--- config.mk ---
export PLATFORM = sky130hd
export DESIGN_NAME = swire_parity_framer
export DESIGN_NICKNAME = d
export VERILOG_FILES = /design/src/rtl/swf_pkg.sv /design/src/rtl/swf_dp.sv /design/src/rtl/swf_ctrl.sv /design/src/rtl/swire_parity_framer.sv
export SDC_FILE = /design/constraint.sdc
export NUM_CORES = 1
export LEC_CHECK = 0
export ABC_CLOCK_PERIOD_IN_PS = 2500
export BUFFER_PORTS_ARGS = -buffer_cell sky130_fd_sc_hd__buf_2
export CORE_MARGIN = 8
export CORE_UTILIZATION = 47
export CTS_CLUSTER_DIAMETER = 60
export DETAILED_ROUTE_END_ITERATION = 10
export PLACE_DENSITY = 0.63
export SLEW_MARGIN = 20
export SYNTH_ARGS = -nofsm -noshare
export SYNTH_HDL_FRONTEND = slang
export SYNTH_SLANG_ARGS = --single-unit
--- constraint.sdc ---
create_clock -name clk -period 2.5 [get_ports clk]
set_input_delay 0.125 -clock clk [delete_from_list [all_inputs] [get_ports clk]]
set_output_delay 0.125 -clock clk [all_outputs]
set_load 0.02 [all_outputs]
--- src/rtl/swf_pkg.sv ---
package swf_pkg;

  typedef struct packed {
    logic txLoad;
    logic txShift;
    logic rxClear;
    logic rxSample;
    logic rxFinish;
  } swf_strobe_t;

  typedef enum logic [2:0] {
    TX_IDLE,
    TX_SYNC_LO,
    TX_SYNC_HI,
    TX_DATA,
    TX_PARITY,
    TX_HOLD
  } tx_state_t;

  typedef enum logic [1:0] {
    RX_IDLE,
    RX_WAIT_LO,
    RX_WAIT_HI,
    RX_BITS
  } rx_state_t;

endpackage

--- src/rtl/swf_dp.sv ---
module swf_dp
  import swf_pkg::*;
#(
  parameter int MAX_BITS = 8,
  parameter int LEN_W    = $clog2(MAX_BITS + 1)
) (
  input  logic                clk,
  input  logic                rstN,
  input  swf_strobe_t         strobe,
  input  logic [MAX_BITS-1:0] txData,
  input  logic [LEN_W-1:0]    txLen,
  input  logic                lineIn,
  output logic                txBit,
  output logic                txPar,
  output logic [MAX_BITS-1:0] rxData,
  output logic                rxParityErr
);
  localparam int IDX_W = (MAX_BITS > 1) ? $clog2(MAX_BITS) : 1;

  logic [MAX_BITS-1:0] txShiftQ;
  logic [MAX_BITS-1:0] alignedD;
  logic                loadPar;
  logic [MAX_BITS-1:0] rxShiftQ;
  logic                rxAccQ;

  // left-align the low txLen bits so the first bit to send sits at the top
  always_comb begin
    alignedD = '0;
    loadPar  = 1'b0;
    for (int k = 0; k < MAX_BITS; k++) begin
      if (k < int'(txLen)) begin
        alignedD[MAX_BITS-1-k] = txData[IDX_W'(int'(txLen) - 1 - k)];
        loadPar                = loadPar ^ txData[k];
      end
    end
  end

  always_ff @(posedge clk) begin
    if (!rstN) begin
      txShiftQ <= '0;
      txPar    <= 1'b0;
    end else if (strobe.txLoad) begin
      txShiftQ <= alignedD;
      txPar    <= loadPar;
    end else if (strobe.txShift) begin
      txShiftQ <= {txShiftQ[MAX_BITS-2:0], 1'b0};
    end
  end

  assign txBit = txShiftQ[MAX_BITS-1];

  always_ff @(posedge clk) begin
    if (!rstN) begin
      rxShiftQ    <= '0;
      rxAccQ      <= 1'b0;
      rxData      <= '0;
      rxParityErr <= 1'b0;
    end else begin
      if (strobe.rxClear) begin
        rxShiftQ <= '0;
        rxAccQ   <= 1'b0;
      end else if (strobe.rxSample) begin
        rxShiftQ <= {rxShiftQ[MAX_BITS-2:0], lineIn};
        rxAccQ   <= rxAccQ ^ lineIn;
      end
      if (strobe.rxFinish) begin
        rxData      <= rxShiftQ;
        rxParityErr <= rxAccQ ^ lineIn;
      end
    end
  end

  // at most one receive action per cycle
  a_r6_rx_strobe_exclusive: assert property (@(posedge clk) disable iff (!rstN)
    $onehot0({strobe.rxClear, strobe.rxSample, strobe.rxFinish}));

  // a shift never coincides with a fresh load
  a_r3_load_not_shift: assert property (@(posedge clk) disable iff (!rstN)
    !(strobe.txLoad && strobe.txShift));

endmodule

--- src/rtl/swf_ctrl.sv ---
module swf_ctrl
  import swf_pkg::*;
#(
  parameter int BIT_CYC      = 96,
  parameter int MAX_BITS     = 8,
  parameter int WAIT_PERIODS = 5,
  parameter int LEN_W        = $clog2(MAX_BITS + 1)
) (
  input  logic             clk,
  input  logic             rstN,
  input  logic             txStart,
  input  logic [LEN_W-1:0] txLen,
  input  logic             rxArm,
  input  logic [LEN_W-1:0] rxLen,
  input  logic             lineIn,
  input  logic             txBit,
  input  logic             txPar,
  output swf_strobe_t      strobe,
  output logic             lineOe,
  output logic             lineOut,
  output logic             txBusy,
  output logic             txDone,
  output logic             rxBusy,
  output logic             rxDone,
  output logic             rxTimeout
);
  localparam int CNT_W      = $clog2(BIT_CYC);
  localparam int HALF       = BIT_CYC / 2;
  localparam int WAIT_LIMIT = WAIT_PERIODS * BIT_CYC;
  localparam int WAIT_W     = $clog2(WAIT_LIMIT);
  localparam logic [CNT_W-1:0]  CNT_LAST  = CNT_W'(BIT_CYC - 1);
  localparam logic [CNT_W-1:0]  CNT_HALF  = CNT_W'(HALF);
  localparam logic [WAIT_W-1:0] WAIT_LAST = WAIT_W'(WAIT_LIMIT - 1);

  tx_state_t        txState;
  logic [CNT_W-1:0] txCnt;
  logic [LEN_W-1:0] txIdx;
  logic [LEN_W-1:0] txLenQ;
  logic             txIdle;

  rx_state_t         rxState;
  logic [CNT_W-1:0]  rxCnt;
  logic [LEN_W-1:0]  rxIdx;
  logic [LEN_W-1:0]  rxLenQ;
  logic [WAIT_W-1:0] waitCnt;
  logic              rxAtMid;

  assign txIdle  = (txState == TX_IDLE) || (txState == TX_HOLD);
  assign rxAtMid = (rxState == RX_BITS) && (rxCnt == CNT_HALF);

  // ---------------- transmit sequencing ----------------
  always_ff @(posedge clk) begin
    if (!rstN) begin
      txState <= TX_IDLE;
      txCnt   <= '0;
      txIdx   <= '0;
      txLenQ  <= '0;
      txDone  <= 1'b0;
    end else begin
      txDone <= 1'b0;
      case (txState)
        TX_IDLE, TX_HOLD: begin
          if (txStart) begin
            txState <= TX_SYNC_LO;
            txCnt   <= '0;
            txLenQ  <= txLen;
          end
        end
        TX_SYNC_LO: begin
          if (txCnt == CNT_LAST) begin
            txState <= TX_SYNC_HI;
            txCnt   <= '0;
          end else begin
            txCnt <= txCnt + 1'b1;
          end
        end
        TX_SYNC_HI: begin
          txState <= TX_DATA;
          txCnt   <= '0;
          txIdx   <= '0;
        end
        TX_DATA: begin
          if (txCnt == CNT_LAST) begin
            txCnt <= '0;
            if (txIdx == txLenQ - 1'b1) txState <= TX_PARITY;
            else                        txIdx   <= txIdx + 1'b1;
          end else begin
            txCnt <= txCnt + 1'b1;
          end
        end
        TX_PARITY: begin
          if (txCnt == CNT_LAST) begin
            txState <= TX_HOLD;
            txCnt   <= '0;
            txDone  <= 1'b1;
          end else begin
            txCnt <= txCnt + 1'b1;
          end
        end
        default: txState <= TX_IDLE;
      endcase
    end
  end

  always_comb begin
    case (txState)
      TX_SYNC_HI: lineOut = 1'b1;
      TX_DATA:    lineOut = txBit;
      TX_PARITY:  lineOut = txPar;
      default:    lineOut = 1'b0;
    endcase
  end

  assign lineOe = (txState != TX_IDLE);
  assign txBusy = !txIdle;

  // ---------------- receive sequencing ----------------
  always_ff @(posedge clk) begin
    if (!rstN) begin
      rxState   <= RX_IDLE;
      rxCnt     <= '0;
      rxIdx     <= '0;
      rxLenQ    <= '0;
      waitCnt   <= '0;
      rxDone    <= 1'b0;
      rxTimeout <= 1'b0;
    end else begin
      rxDone    <= 1'b0;
      rxTimeout <= 1'b0;
      case (rxState)
        RX_IDLE: begin
          if (rxArm) begin
            rxState <= RX_WAIT_LO;
            waitCnt <= '0;
            rxLenQ  <= rxLen;
          end
        end
        RX_WAIT_LO, RX_WAIT_HI: begin
          if (rxState == RX_WAIT_HI && lineIn) begin
            rxState <= RX_BITS;
            rxCnt   <= '0;
            rxIdx   <= '0;
          end else if (waitCnt == WAIT_LAST) begin
            rxState   <= RX_IDLE;
            rxTimeout <= 1'b1;
          end else begin
            waitCnt <= waitCnt + 1'b1;
            if (!lineIn) rxState <= RX_WAIT_HI;
          end
        end
        RX_BITS: begin
          if (rxAtMid && rxIdx == rxLenQ) begin
            rxState <= RX_IDLE;
            rxDone  <= 1'b1;
          end else if (rxCnt == CNT_LAST) begin
            rxCnt <= '0;
            rxIdx <= rxIdx + 1'b1;
          end else begin
            rxCnt <= rxCnt + 1'b1;
          end
        end
        default: rxState <= RX_IDLE;
      endcase
    end
  end

  assign rxBusy = (rxState != RX_IDLE);

  always_comb begin
    strobe          = '0;
    strobe.txLoad   = txStart && txIdle;
    strobe.txShift  = (txState == TX_DATA) && (txCnt == CNT_LAST);
    strobe.rxClear  = rxArm && (rxState == RX_IDLE);
    strobe.rxSample = rxAtMid && (rxIdx != rxLenQ);
    strobe.rxFinish = rxAtMid && (rxIdx == rxLenQ);
  end

  // the one-cycle high mark only ever follows the low half of the sync
  a_r2_sync_order: assert property (@(posedge clk) disable iff (!rstN)
    (txState == TX_SYNC_HI) |-> ($past(txState) == TX_SYNC_LO));

  // the captured length cannot move while a chunk is on the line
  a_r10_len_stable: assert property (@(posedge clk) disable iff (!rstN)
    (txBusy && $past(txBusy)) |-> $stable(txLenQ));

  // the receiver never waits beyond its window
  a_r9_wait_bounded: assert property (@(posedge clk) disable iff (!rstN)
    (rxState == RX_WAIT_LO || rxState == RX_WAIT_HI) |-> (waitCnt <= WAIT_LAST));

endmodule

--- src/rtl/swire_parity_framer.sv ---
module swire_parity_framer
  import swf_pkg::*;
#(
  parameter int BIT_CYC      = 96,
  parameter int MAX_BITS     = 8,
  parameter int WAIT_PERIODS = 5
) (
  input  logic                          clk,
  input  logic                          rstN,
  input  logic                          txStart,
  input  logic [MAX_BITS-1:0]           txData,
  input  logic [$clog2(MAX_BITS+1)-1:0] txLen,
  output logic                          txBusy,
  output logic                          txDone,
  input  logic                          rxArm,
  input  logic [$clog2(MAX_BITS+1)-1:0] rxLen,
  output logic                          rxBusy,
  output logic                          rxDone,
  output logic [MAX_BITS-1:0]           rxData,
  output logic                          rxParityErr,
  output logic                          rxTimeout,
  output logic                          lineOe,
  output logic                          lineOut,
  input  logic                          lineIn
);
  localparam int LEN_W = $clog2(MAX_BITS + 1);

  swf_strobe_t strobe;
  logic        txBit;
  logic        txPar;

  swf_ctrl #(
    .BIT_CYC(BIT_CYC), .MAX_BITS(MAX_BITS),
    .WAIT_PERIODS(WAIT_PERIODS), .LEN_W(LEN_W)
  ) u_ctrl (
    .clk(clk), .rstN(rstN),
    .txStart(txStart), .txLen(txLen),
    .rxArm(rxArm), .rxLen(rxLen),
    .lineIn(lineIn), .txBit(txBit), .txPar(txPar),
    .strobe(strobe),
    .lineOe(lineOe), .lineOut(lineOut),
    .txBusy(txBusy), .txDone(txDone),
    .rxBusy(rxBusy), .rxDone(rxDone), .rxTimeout(rxTimeout)
  );

  swf_dp #(.MAX_BITS(MAX_BITS), .LEN_W(LEN_W)) u_dp (
    .clk(clk), .rstN(rstN),
    .strobe(strobe),
    .txData(txData), .txLen(txLen),
    .lineIn(lineIn),
    .txBit(txBit), .txPar(txPar),
    .rxData(rxData), .rxParityErr(rxParityErr)
  );

  // done is a single-cycle pulse
  a_r5_done_pulse: assert property (@(posedge clk) disable iff (!rstN)
    txDone |=> !txDone);

  // when done fires the line is already held low
  a_r5_hold_low: assert property (@(posedge clk) disable iff (!rstN)
    txDone |-> (lineOe && !lineOut && !txBusy));

  // a chunk cannot both complete and time out
  a_r9_done_or_timeout: assert property (@(posedge clk) disable iff (!rstN)
    !(rxDone && rxTimeout));

  // received-chunk pulse is one cycle wide
  a_r6_rx_done_pulse: assert property (@(posedge clk) disable iff (!rstN)
    rxDone |=> !rxDone);

endmodule

==> results of run 1 <==
==> power groups by stage <==
stage | logic, mW | clock network, mW | registers [mW]
floorplan | 0.686 | 0 | 1.30
global placement | 0.843 | 0 | 1.31
detailed placement | 0.859 | 0 | 1.31
CTS | 0.862 | 1.02 | 1.29
global route | 0.967 | 1.08 | 1.29
finish | 0.853 | 0.991 | 1.28
==> worst max-delay path, stage by stage (launching register included) <==
cell and delay (ns):
dfxtp_1 0.36, inv_1 0.08, ha_1 0.37, a21boi_2 0.21
nor2_2 0.24, o21ai_2 0.15, or4_1 0.48, a21oi_1 0.14
==> routing by layer <==
layer  global-route usage, %  vias to the layer above  share of wire [%]  wire, um
met1                    19.6                     1670                 47      4180
met2                    25.3                       48                 48      4210
met4                    5.90                        0                1.5       136
met5                       0                        -                  0         0
li1                        -                     1778                  -         -
met3                    3.49                       14                3.2       281
==> registers in the layout (all words and copies together), names as in the netlist <==
register and count:
u_ctrl.rxLenQ 4, u_ctrl.txIdx 4, u_dp.rxAccQ 1, u_dp.rxShiftQ 8, u_dp.txShiftQ 8, u_ctrl.txLenQ 4, u_dp.txPar 1, u_ctrl.rxCnt 7
u_ctrl.rxDone 1, u_ctrl.rxIdx 4, u_ctrl.txState 3, u_dp.rxData 8, u_ctrl.waitCnt 9, u_ctrl.rxTimeout 1, u_ctrl.txDone 1, u_dp.rxParityErr 1
u_ctrl.rxState 2, u_ctrl.txCnt 7
==> logic make-up (layout without fill, tap and decap cells) <==
family	Yosys count	count (layout)	synth area share, %
AOI/OAI and AO/OA	107	107	16.8
and+or+nand+nor	178	178	22.0
muxes	35	35	10.9
DFF	74	74	35.6
xor gates and xnor gates	27	27	6.34
buffers and inverters	38	75	3.94
adders and majority gates	15	15	4.39
==> cell type report <==
class                   count  area (um2)
fillers                   822        4000
multi-input cells         362        2520
flip-flops and latches     74        1480
repair buffers             43         235
clock buffers              10         138
well taps                 108         135
clock inverters             6        72.6
inverters                  16        60.1
==> through the flow <==
step / instances / setup slack, ns / power (mW)
detailed placement: 602 / 0.418 / 2.17
global route: 619 / 0.250 / 3.34
finish: 619 / 0.412 / 3.13
global placement: 602 / 0.481 / 2.15
floorplan: 474 / 0.462 / 1.98
CTS: 619 / 0.412 / 3.17
==> final timing paths <==
kind | cells after the start | start | to | slack (ns)
setup reg to reg | 7 | u_ctrl.rxState[0] | u_ctrl.rxCnt[4] | 0.41
setup / recovery | 7 | u_ctrl.rxState[0] | u_ctrl.rxCnt[4] | 0.41
hold / removal | 3 | rxLen[3] | u_ctrl.rxLenQ[3] | 0.02
hold reg to reg | 2 | u_ctrl.txLenQ[1] | u_ctrl.txLenQ[1] | 0.47
==> what timing repair did <==
item / CTS / global route
gates resized for setup: 0 / 0
endpoints found under the hold margin: 1 / 0
hold buffers: 1 / 0
==> cell usage after synthesis (all sizes together) (4+ instances only) <==
library cell | number | share of area (%)
a211oi | 6 | 1.1
a21o | 7 | 1.3
a21oi | 36 | 4.3
and3 | 9 | 1.4
buf | 12 | 1.6
clkbuf | 10 | 0.90
dfxtp | 74 | 36
ha | 13 | 3.9
inv | 16 | 1.4
mux2i | 25 | 6.0
mux4 | 8 | 4.3
nand2 | 38 | 3.4
nand2b | 5 | 0.75
nand3 | 20 | 2.5
nand4 | 9 | 1.5
nor2 | 51 | 5.1
nor2b | 6 | 0.90
nor3 | 9 | 1.1
nor4 | 4 | 0.60
o21ai | 25 | 3.2
or3 | 9 | 1.4
or4 | 4 | 0.72
xnor2 | 13 | 2.7
xor2 | 12 | 2.5
==> summary.md, run 1 <==
| Metric | Value |
|---|---|
| Grt total ovfl | 0 |
| Clock sinks | 74 |
| Sequential Power Share | 41.1% |
| Sequential share of the synthesized area | 35.6% |
| Clk buf depth | 2 |
| Drc violations | 0 |
| Max IR drop VDD | 0.000554 V |
| CP Capture Type | flip-flop |
| CTS H-tree depth | 3 |
| IO Count | 37 |
| Most frequent cells in the layout | dfxtp_1, nor2_1, nand2_1 |
| CP Data Arrival Time | 2.37 ns |
| Internal power | 2.07 mW |
| Switching share of power | 34.0% |
| Total Routing Usage GR | 15.5% |
| Net Count, Synth | 508 |
| Largest net degree at the start of global routing | 38 |
| Die width | 110 um |
| Diode count | 0 |
| Clock Skews | 0.0101 ns |
| Syn Std Cell Area | 0.00416 mm2 |
| Routed vias | 3510 |
| WHS | 0.0210 ns |
| Final hold violations | 0 |
| Combinational power share | 27.3% |
| Vias in the first global route | 3310 |
| Crit share post-route | 83.5% |
| Worst EP required | 2.79 ns |
| Commonest non-fill, non-tap cell in the layout | dfxtp_1 |
| Syn_area_per_cell | 8.78 um2 |
| LEAKAGE | 1.87 nW |
| Design Area, Final | 0.00464 mm2 |
| Cell Area, Placed | 0.00442 mm2 |
| Period minus WS final | 2.09 ns |
| Gp weighted congestion | 0.824 |
| Layout cells sized above 1 | 16.2% |
| RSZ-0062 raised after global routing | false |
| Fin. max-slew vios | 0 |
| Final #Nets | 540 |
| Hold Path Class | input pin to flip-flop |
| Clock share of power | 31.7% |
| Die Area | 0.0121 mm2 |
| Reg clk slew, reported paths | 0.08 ns |
| Port Buf Inserts | 36 |
| Switch Pwr | 1.06 mW |
| Clock latency on the worst-skew pair | 0.35 ns |
| WL/cell | 14.2 um |
| Initial antenna violation count | 0 |
| Die height | 110 um |
| DPL Wire Length | 6290 um |
| Clock root cell | clkbuf_8 |
| Synth warn | 0 |
| Distinct cell type count after synthesis | 64 |
| ANT nets after route | 0 |
| First-pass GRT wire length | 15200 um |
| Pwr Density | 674 mW/mm2 |
| Post-DR vias/cell | 5.67 |
| Core area | 0.00864 mm2 |
| CTS buffer count | 9 |
| First-pass iteration count of the detailed router | 5 |
| Finished Core Util | 53.7% |
| Syn Inst Count | 474 |
| Starting DRC count in detailed routing | 131 |
| Async S/R FF share, synth | 0% |
| Slew HR | 53.3% |
| Worst Path Max Fanout | 7 |
| Post-CTS Setup Bufs | 0 |
| Flops & latches, synth | 74 |
| Max-Cap Viols | 0 |
| Startpoint Class | flip-flop |
| CTS tree | yes |
| Status | finished clean |
| Crit path kind | flip-flop to flip-flop |
| Number of synthesized flops with an enable pin | 0 |
| Fmax achieved | 479 MHz |
| Setup Viol. Count Final | 0 |
| Area Overhead vs Synth | 11.5% |
| Core Rows | 34 |
| Worst-margin pin slew | 0.701 ns |
| Dominant synthesized flop cell | dfxtp_1 |
| Sum of negative setup slack | 0 ns |
| Starting Density | 48.2% |
| Routed wire length | 8810 um |
Power figures use the tool's default switching activity.
==> run 2, diff against run 1 <==
Settings changed: ABC_CLOCK_PERIOD_IN_PS 2500 to 2100.
Clock period 2.5 ns to 2.1 ns, I/O delays scaled along.
==> run 2 against run 1 <==
Against the previous run:
- flip-flop and latch count is the same
- power grew 22%
- sequential share of layout area shrank 0.83 points
- die area is the same
- register-to-register slack lost 0.25 ns
- global-route usage grew 0.27 points
- largest power group unchanged
==> summary.md, run 2 (same netlist as run 1, synthesis figures left out) <==
| Metric | Value |
|---|---|
| Finished Core Util | 55.2% (+1.4 points) |
| CP Capture Type | flip-flop |
| Sequential Power Share | 40.0% (-1.1 points) |
| Most frequent cells in the layout | dfxtp_1, nor2_1, nand2_1 |
| IO Count | 37 (unchanged) |
| Drc violations | 0 (unchanged) |
| Vias in the first global route | 3371 (+1.8%) |
| ANT nets after route | 0 (unchanged) |
| Area Overhead vs Synth | 14.4% |
| Routed wire length | 9150 um (+3.8%) |
| Fin. max-slew vios | 0 (unchanged) |
| LEAKAGE | 1.93 nW (+3.2%) |
| Die width | 110 um (unchanged) |
| Max-Cap Viols | 0 (unchanged) |
| Starting DRC count in detailed routing | 115 (-12%) |
| CP Data Arrival Time | 2.19 ns (-0.18 ns) |
| Sum of negative setup slack | 0 ns (unchanged) |
| Final worst setup slack | 0.157 ns (-0.255 ns) |
| CTS tree | yes |
| CTS H-tree depth | 3 (unchanged) |
| Gp weighted congestion | 0.815 (-1.1%) |
| Diode count | 0 (unchanged) |
| Post-DR vias/cell | 5.61 (-1.1%) |
| Clock share of power | 30.6% (-1.1 points) |
| Total Routing Usage GR | 15.8% (+0.27 points) |
| Core Rows | 34 (unchanged) |
| Crit share post-route | 92.5% (+9.0 points) |
| Status | finished clean |
| Worst Path Max Fanout | 12 (+5) |
| Clock sinks | 74 (unchanged) |
| First-pass GRT wire length | 15600 um (+2.8%) |
| Die height | 110 um (unchanged) |
| Startpoint Class | flip-flop |
| Port Buf Inserts | 36 (unchanged) |
| Die Area | 0.0121 mm2 (unchanged) |
| Period minus WS final | 1.94 ns (-0.145 ns) |
| CTS buffer count | 9 (unchanged) |
| Final hold violations | 0 (unchanged) |
| Clk buf depth | 2 (unchanged) |
| Clock root cell | clkbuf_8 |
| RSZ-0062 raised after global routing | false |
| Max IR drop VDD | 0.000492 V (-11%) |
| First-pass iteration count of the detailed router | 4 (-1) |
| Biggest register | u_ctrl.waitCnt |
| Worst EP required | 2.35 ns (-0.44 ns) |
| Starting Density | 48.2% (unchanged) |
| Fmax achieved | 515 MHz (+7.5%) |
| Post-CTS Setup Bufs | 0 (unchanged) |
| Worst-margin pin slew | 0.689 ns (-0.0123 ns) |
| Initial antenna violation count | 0 (unchanged) |
| Largest net degree at the start of global routing | 38 (unchanged) |
| Reg clk slew, reported paths | 0.08 ns (about the same) |
| Internal power | 2.51 mW (+22%) |
| WL/cell | 14.5 um (+1.7%) |
| Clock Skews | 0.0108 ns (+0.000681 ns) |
| Switching share of power | 34.4% (+0.45 points) |
| Crit path kind | flip-flop to flip-flop |
| Core area | 0.00864 mm2 (unchanged) |
| Placed insts | 612 (+1.7%) |
| Switch Pwr | 1.32 mW (+24%) |
| Slew HR | 54.0% (+0.75 points) |
| Layout cells sized above 1 | 18.1% (+1.9 points) |
| DPL Wire Length | 6520 um (+3.5%) |
| Pwr Density | 804 mW/mm2 (+19%) |
| Setup Viol. Count Final | 0 (unchanged) |
| Routed vias | 3545 (+1.0%) |
| Max reg flops | 9 (unchanged) |
| Clock latency on the worst-skew pair | 0.35 ns (about the same) |
| WHS | 0.0718 ns (+0.0507 ns) |
| Combinational power share | 29.5% (+2.2 points) |
| Grt total ovfl | 0 (unchanged) |
| Final Non-Filler Cells | 632 (+2.1%) |
| Commonest non-fill, non-tap cell in the layout | dfxtp_1 |
| Hold Path Class | input pin to flip-flop |
| Worst slack, placed | 0.127 ns (-0.291 ns) |
| Reg2Reg Setup Slack | 0.16 ns (-0.25 ns) |
| Final #Nets | 553 (+2.4%) |
run 2: cell types whose count changed in the layout (fill, tap and decap cells not counted), moves of 2 or more:
cell           previous run  this run
dlygate4sd3_1             1         4
a2111oi_0                 2         0
a2111oi_1                 0         2
buf_4                     6        16
run 2: final timing paths:
kind | start | end | cells past startpoint
setup / recovery | u_ctrl.rxState[1] | u_ctrl.waitCnt[8] | 7
hold / removal | rxArm | u_ctrl.rxLenQ[2] | 3
setup reg to reg | u_ctrl.rxState[1] | u_ctrl.waitCnt[8] | 7
hold reg to reg | u_ctrl.txLenQ[3] | u_ctrl.txLenQ[3] | 2
run 2: critical path: stages (launching register included):
cell,delay (ns)
dfxtp_1,0.38
inv_1,0.08
ha_1,0.29
buf_4,0.16
nand2b_1,0.18
a21o_4,0.28
o31a_1,0.27
o21ba_2,0.20
run 2: metal layers:
layer	global-route usage (%)	part of all wire [%]	vias up
li1	-	-	1806
met1	20.0	47	1660
met2	25.7	47	66
met3	3.49	4.3	13
met4	5.80	1.6	0
met5	0	0	-
run 2: timing repair:
action | 4_1_cts | 5_1_grt
resized for setup | 0 | 7
hold buffers | 4 | 0
endpoints found under the hold margin | 4 | 0
setup endpoints to repair | 0 | 10
run 2: power groups by stage:
| stage | Sequential [mW] | Combinational, mW | Clock, mW |
|---|---|---|---|
| finish | 1.53 | 1.13 | 1.17 |
| global route | 1.54 | 1.26 | 1.26 |
| CTS | 1.53 | 1.09 | 1.20 |
| detailed placement | 1.56 | 1.08 | 0 |
| global placement | 1.56 | 1.06 | 0 |
| floorplan | 1.54 | 0.817 | 0 |
run 2: metrics by stage:
stage,power [mW],area (um2)
finish,3.83,4760
global route,4.07,4760
CTS,3.82,4740
detailed placement,2.64,4490
global placement,2.62,4490
floorplan,2.36,4160
run 2: final cells by class:
| class | count | area, um2 |
|---|---|---|
| Fill cell | 832 | 3870 |
| Timing Repair Buffer | 56 | 340 |
| Inverter | 16 | 60.1 |
| Clock buffer | 9 | 124 |
| Multi-Input combinational cell | 362 | 2540 |
| Tap cell | 108 | 135 |
| Sequential cell | 74 | 1480 |
| Clock inverter | 7 | 83.8 |
==> run 3, diff against run 2 <==
Settings changed: CORE_MARGIN 8 to 10, CTS_BUF_LIST from default to sky130_fd_sc_hd__clkbuf_8.
==> run 3 against run 2 <==
Against the previous run:
- sequential power about the same
- first-iteration DRC count grew 43%
- clock-buffer cell count unchanged
- global-route usage is 1.3 points lower
- clock skew hardly changed
- sequential share of layout area is 0.21 points higher
- die area increased by 7.4%
- non-clock buffer count fell by 2
- core utilization down 0.65 points
- largest cell class unchanged
- largest power group unchanged
==> summary.md, run 3 (same netlist as run 1, synthesis figures left out) <==
| Metric | Value |
|---|---|
| LEAKAGE | 1.92 nW (-0.63%) |
| Gp weighted congestion | 0.822 (+0.86%) |
| Core area | 0.00868 mm2 (+0.49%) |
| Hold depth | 3 (unchanged) |
| Vias in the first global route | 3503 (+3.9%) |
| Pwr Density | 797 mW/mm2 (-0.87%) |
| Hold Path Class | input pin to flip-flop |
| Routed vias | 3530 (-0.42%) |
| CP delay by family, top | compound AO/OA/AOI/OAI gates |
| Initial antenna violation count | 0 (unchanged) |
| Die width | 114 um (+3.6%) |
| Grt total ovfl | 0 (unchanged) |
| Max IR drop VDD | 0.000517 V (+5.0%) |
| Footprint of the multi-input gates | 0.00252 mm2 (-0.59%) |
| CTS H-tree depth | 3 (unchanged) |
| Port Buf Inserts | 36 (unchanged) |
| Sum of negative setup slack | 0 ns (unchanged) |
| Crit path cell chain | inv_1 > ha_1 > buf_4 > nand2b_1 > a2111oi_0 > xnor2_1 > nor2_1 |
| Clk buf depth | 2 (unchanged) |
| Final hold violations | 0 (unchanged) |
| CP Capture Type | flip-flop |
| Clock latency on the worst-skew pair | 0.35 ns (about the same) |
| Routed wire length | 9230 um (+0.94%) |
| Largest net degree at the start of global routing | 38 (unchanged) |
| Area Overhead vs Synth | 13.6% |
| WP depth | 7 (unchanged) |
| Min-delay src | rxLen[1] |
| First-pass GRT wire length | 16000 um (+2.5%) |
| Status | finished clean |
| Fillers | 824 (-0.96%) |
| CP Data Arrival Time | 2.20 ns (about the same) |
| Worst Reg-to-Reg Cells | 7 (unchanged) |
| First-pass iteration count of the detailed router | 4 (unchanged) |
| Starting Density | 48.0% (-0.24 points) |
| Startpoint Class | flip-flop |
| Final #Nets | 551 (-0.36%) |
| Max-Cap Viols | 0 (unchanged) |
| Starting DRC count in detailed routing | 165 (+43%) |
| Post-DR vias/cell | 5.60 (-0.11%) |
| Max reg flops | 9 (unchanged) |
| Max incr delay on CP | 0.56 ns (+0.18 ns) |
| Sum of buffers and inverters on the critical path | 2 (unchanged) |
| Slew HR | 52.8% (-1.2 points) |
| CTS tree | yes |
| DPL Wire Length | 6610 um (+1.4%) |
| Period minus WS final | 1.98 ns (+0.0362 ns) |
| FF-to-FF End | u_ctrl.waitCnt[7] |
| Critical register-to-register path startpoint | u_ctrl.rxState[0] |
| Worst Path Max Fanout | 6 (-6) |
| Clock sinks | 74 (unchanged) |
| Core Rows | 34 (unchanged) |
| WHS Endpoint | u_ctrl.rxLenQ[1] |
| Crit path kind | flip-flop to flip-flop |
| CP max-delay cell | a2111oi_0 |
| Clock Skews | 0.0111 ns (+0.000300 ns) |
| Drc violations | 0 (unchanged) |
| Diode count | 0 (unchanged) |
| Reg clk slew, reported paths | 0.08 ns (about the same) |
| CTS buffer count | 9 (unchanged) |
| Total Routing Usage GR | 14.5% (-1.3 points) |
| Crit share post-route | 94.2% (+1.7 points) |
| IO Count | 37 (unchanged) |
| WHS | 0.0351 ns (-0.0366 ns) |
| Setup Viol. Count Final | 0 (unchanged) |
| Fmax achieved | 505 MHz (-1.8%) |
| ANT nets after route | 0 (unchanged) |
| Clock root cell | clkbuf_8 |
| Die height | 114 um (+3.6%) |
| WL/cell | 14.7 um (+1.3%) |
| Worst-margin pin slew | 0.708 ns (+0.0187 ns) |
| Die Area | 0.0130 mm2 (+7.4%) |
| Most frequent cells in the layout | dfxtp_1, nor2_1, nand2_1 |
| Sequential Area | 0.00148 mm2 (unchanged) |
| Commonest non-fill, non-tap cell in the layout | dfxtp_1 |
| RSZ-0062 raised after global routing | false |
| Worst EP required | 2.33 ns (-0.02 ns) |
| Fin. max-slew vios | 0 (unchanged) |
| Reg2Reg Setup Slack | 0.12 ns (-0.04 ns) |
| Biggest register | u_ctrl.waitCnt |
| Layout cells sized above 1 | 18.0% (-0.12 points) |
-- run 3: where the power goes --
group / internal (mW) / switching [mW] / total, mW
Sequential: 1.47 / 0.0587 / 1.53
Clock: 0.571 / 0.591 / 1.16
Combinational: 0.435 / 0.647 / 1.08
-- run 3: what timing repair did --
action / CTS / global route
hold buffers: 3 / 0
endpoints found under the setup margin: 0 / 11
gates resized for setup: 0 / 3
endpoints found under the hold margin: 3 / 0
buffers inserted: 0 / 0
-- run 3: routing by layer --
layer | up-vias | global-route usage (%) | wire length [um] | part of all wire (%)
met3 | 9 | 3.83 | 384 | 4.2
li1 | 1808 | - | - | -
met2 | 56 | 24.4 | 4480 | 49
met1 | 1657 | 17.8 | 4270 | 46
met5 | - | 0 | 0 | 0
met4 | 0 | 4.01 | 95 | 1.0
-- run 3: worst max path at each step --
stage	from	end	slack (ns)
after floorplan	txLen[1]	u_dp.txShiftQ[2]	0.08
after global placement	u_ctrl.rxState[0]	u_ctrl.waitCnt[8]	0.17
after detailed placement	txLen[0]	u_dp.txShiftQ[2]	0.13
after CTS	u_ctrl.rxCnt[0]	u_dp.rxData[1]	0.12
after global routing	u_ctrl.rxState[0]	u_ctrl.waitCnt[5]	0.008
final	u_ctrl.rxState[0]	u_ctrl.waitCnt[7]	0.12
-- run 3: stage by stage --
stage	total power, mW	util [%]	std cells	instance area [um2]	setup WS, ns
after floorplan	2.36	-	474	4160	0.0822
after global routing	4.02	54.5	630	4730	0.00791
final	3.77	54.5	630	4730	0.121
after CTS	3.81	54.4	630	4720	0.122
after detailed placement	2.63	51.7	611	4490	0.133
after global placement	2.61	51.7	611	4490	0.170
-- run 3: area by class of cell --
class	instances	area share [%]
clock inverter	7	1.77
sequential	74	31.3
timing repair buffer	54	6.82
multi-input combinational	362	53.3
clock buffer	9	2.62
tap	108	2.86
inverter	16	1.27
-- run 3: worst min-delay path: cells and delay by family --
kind / cells / cell delay, ns
compound gates: 1 / 0.06
buf+inv: 1 / 0.10
simple gates: 1 / 0.07
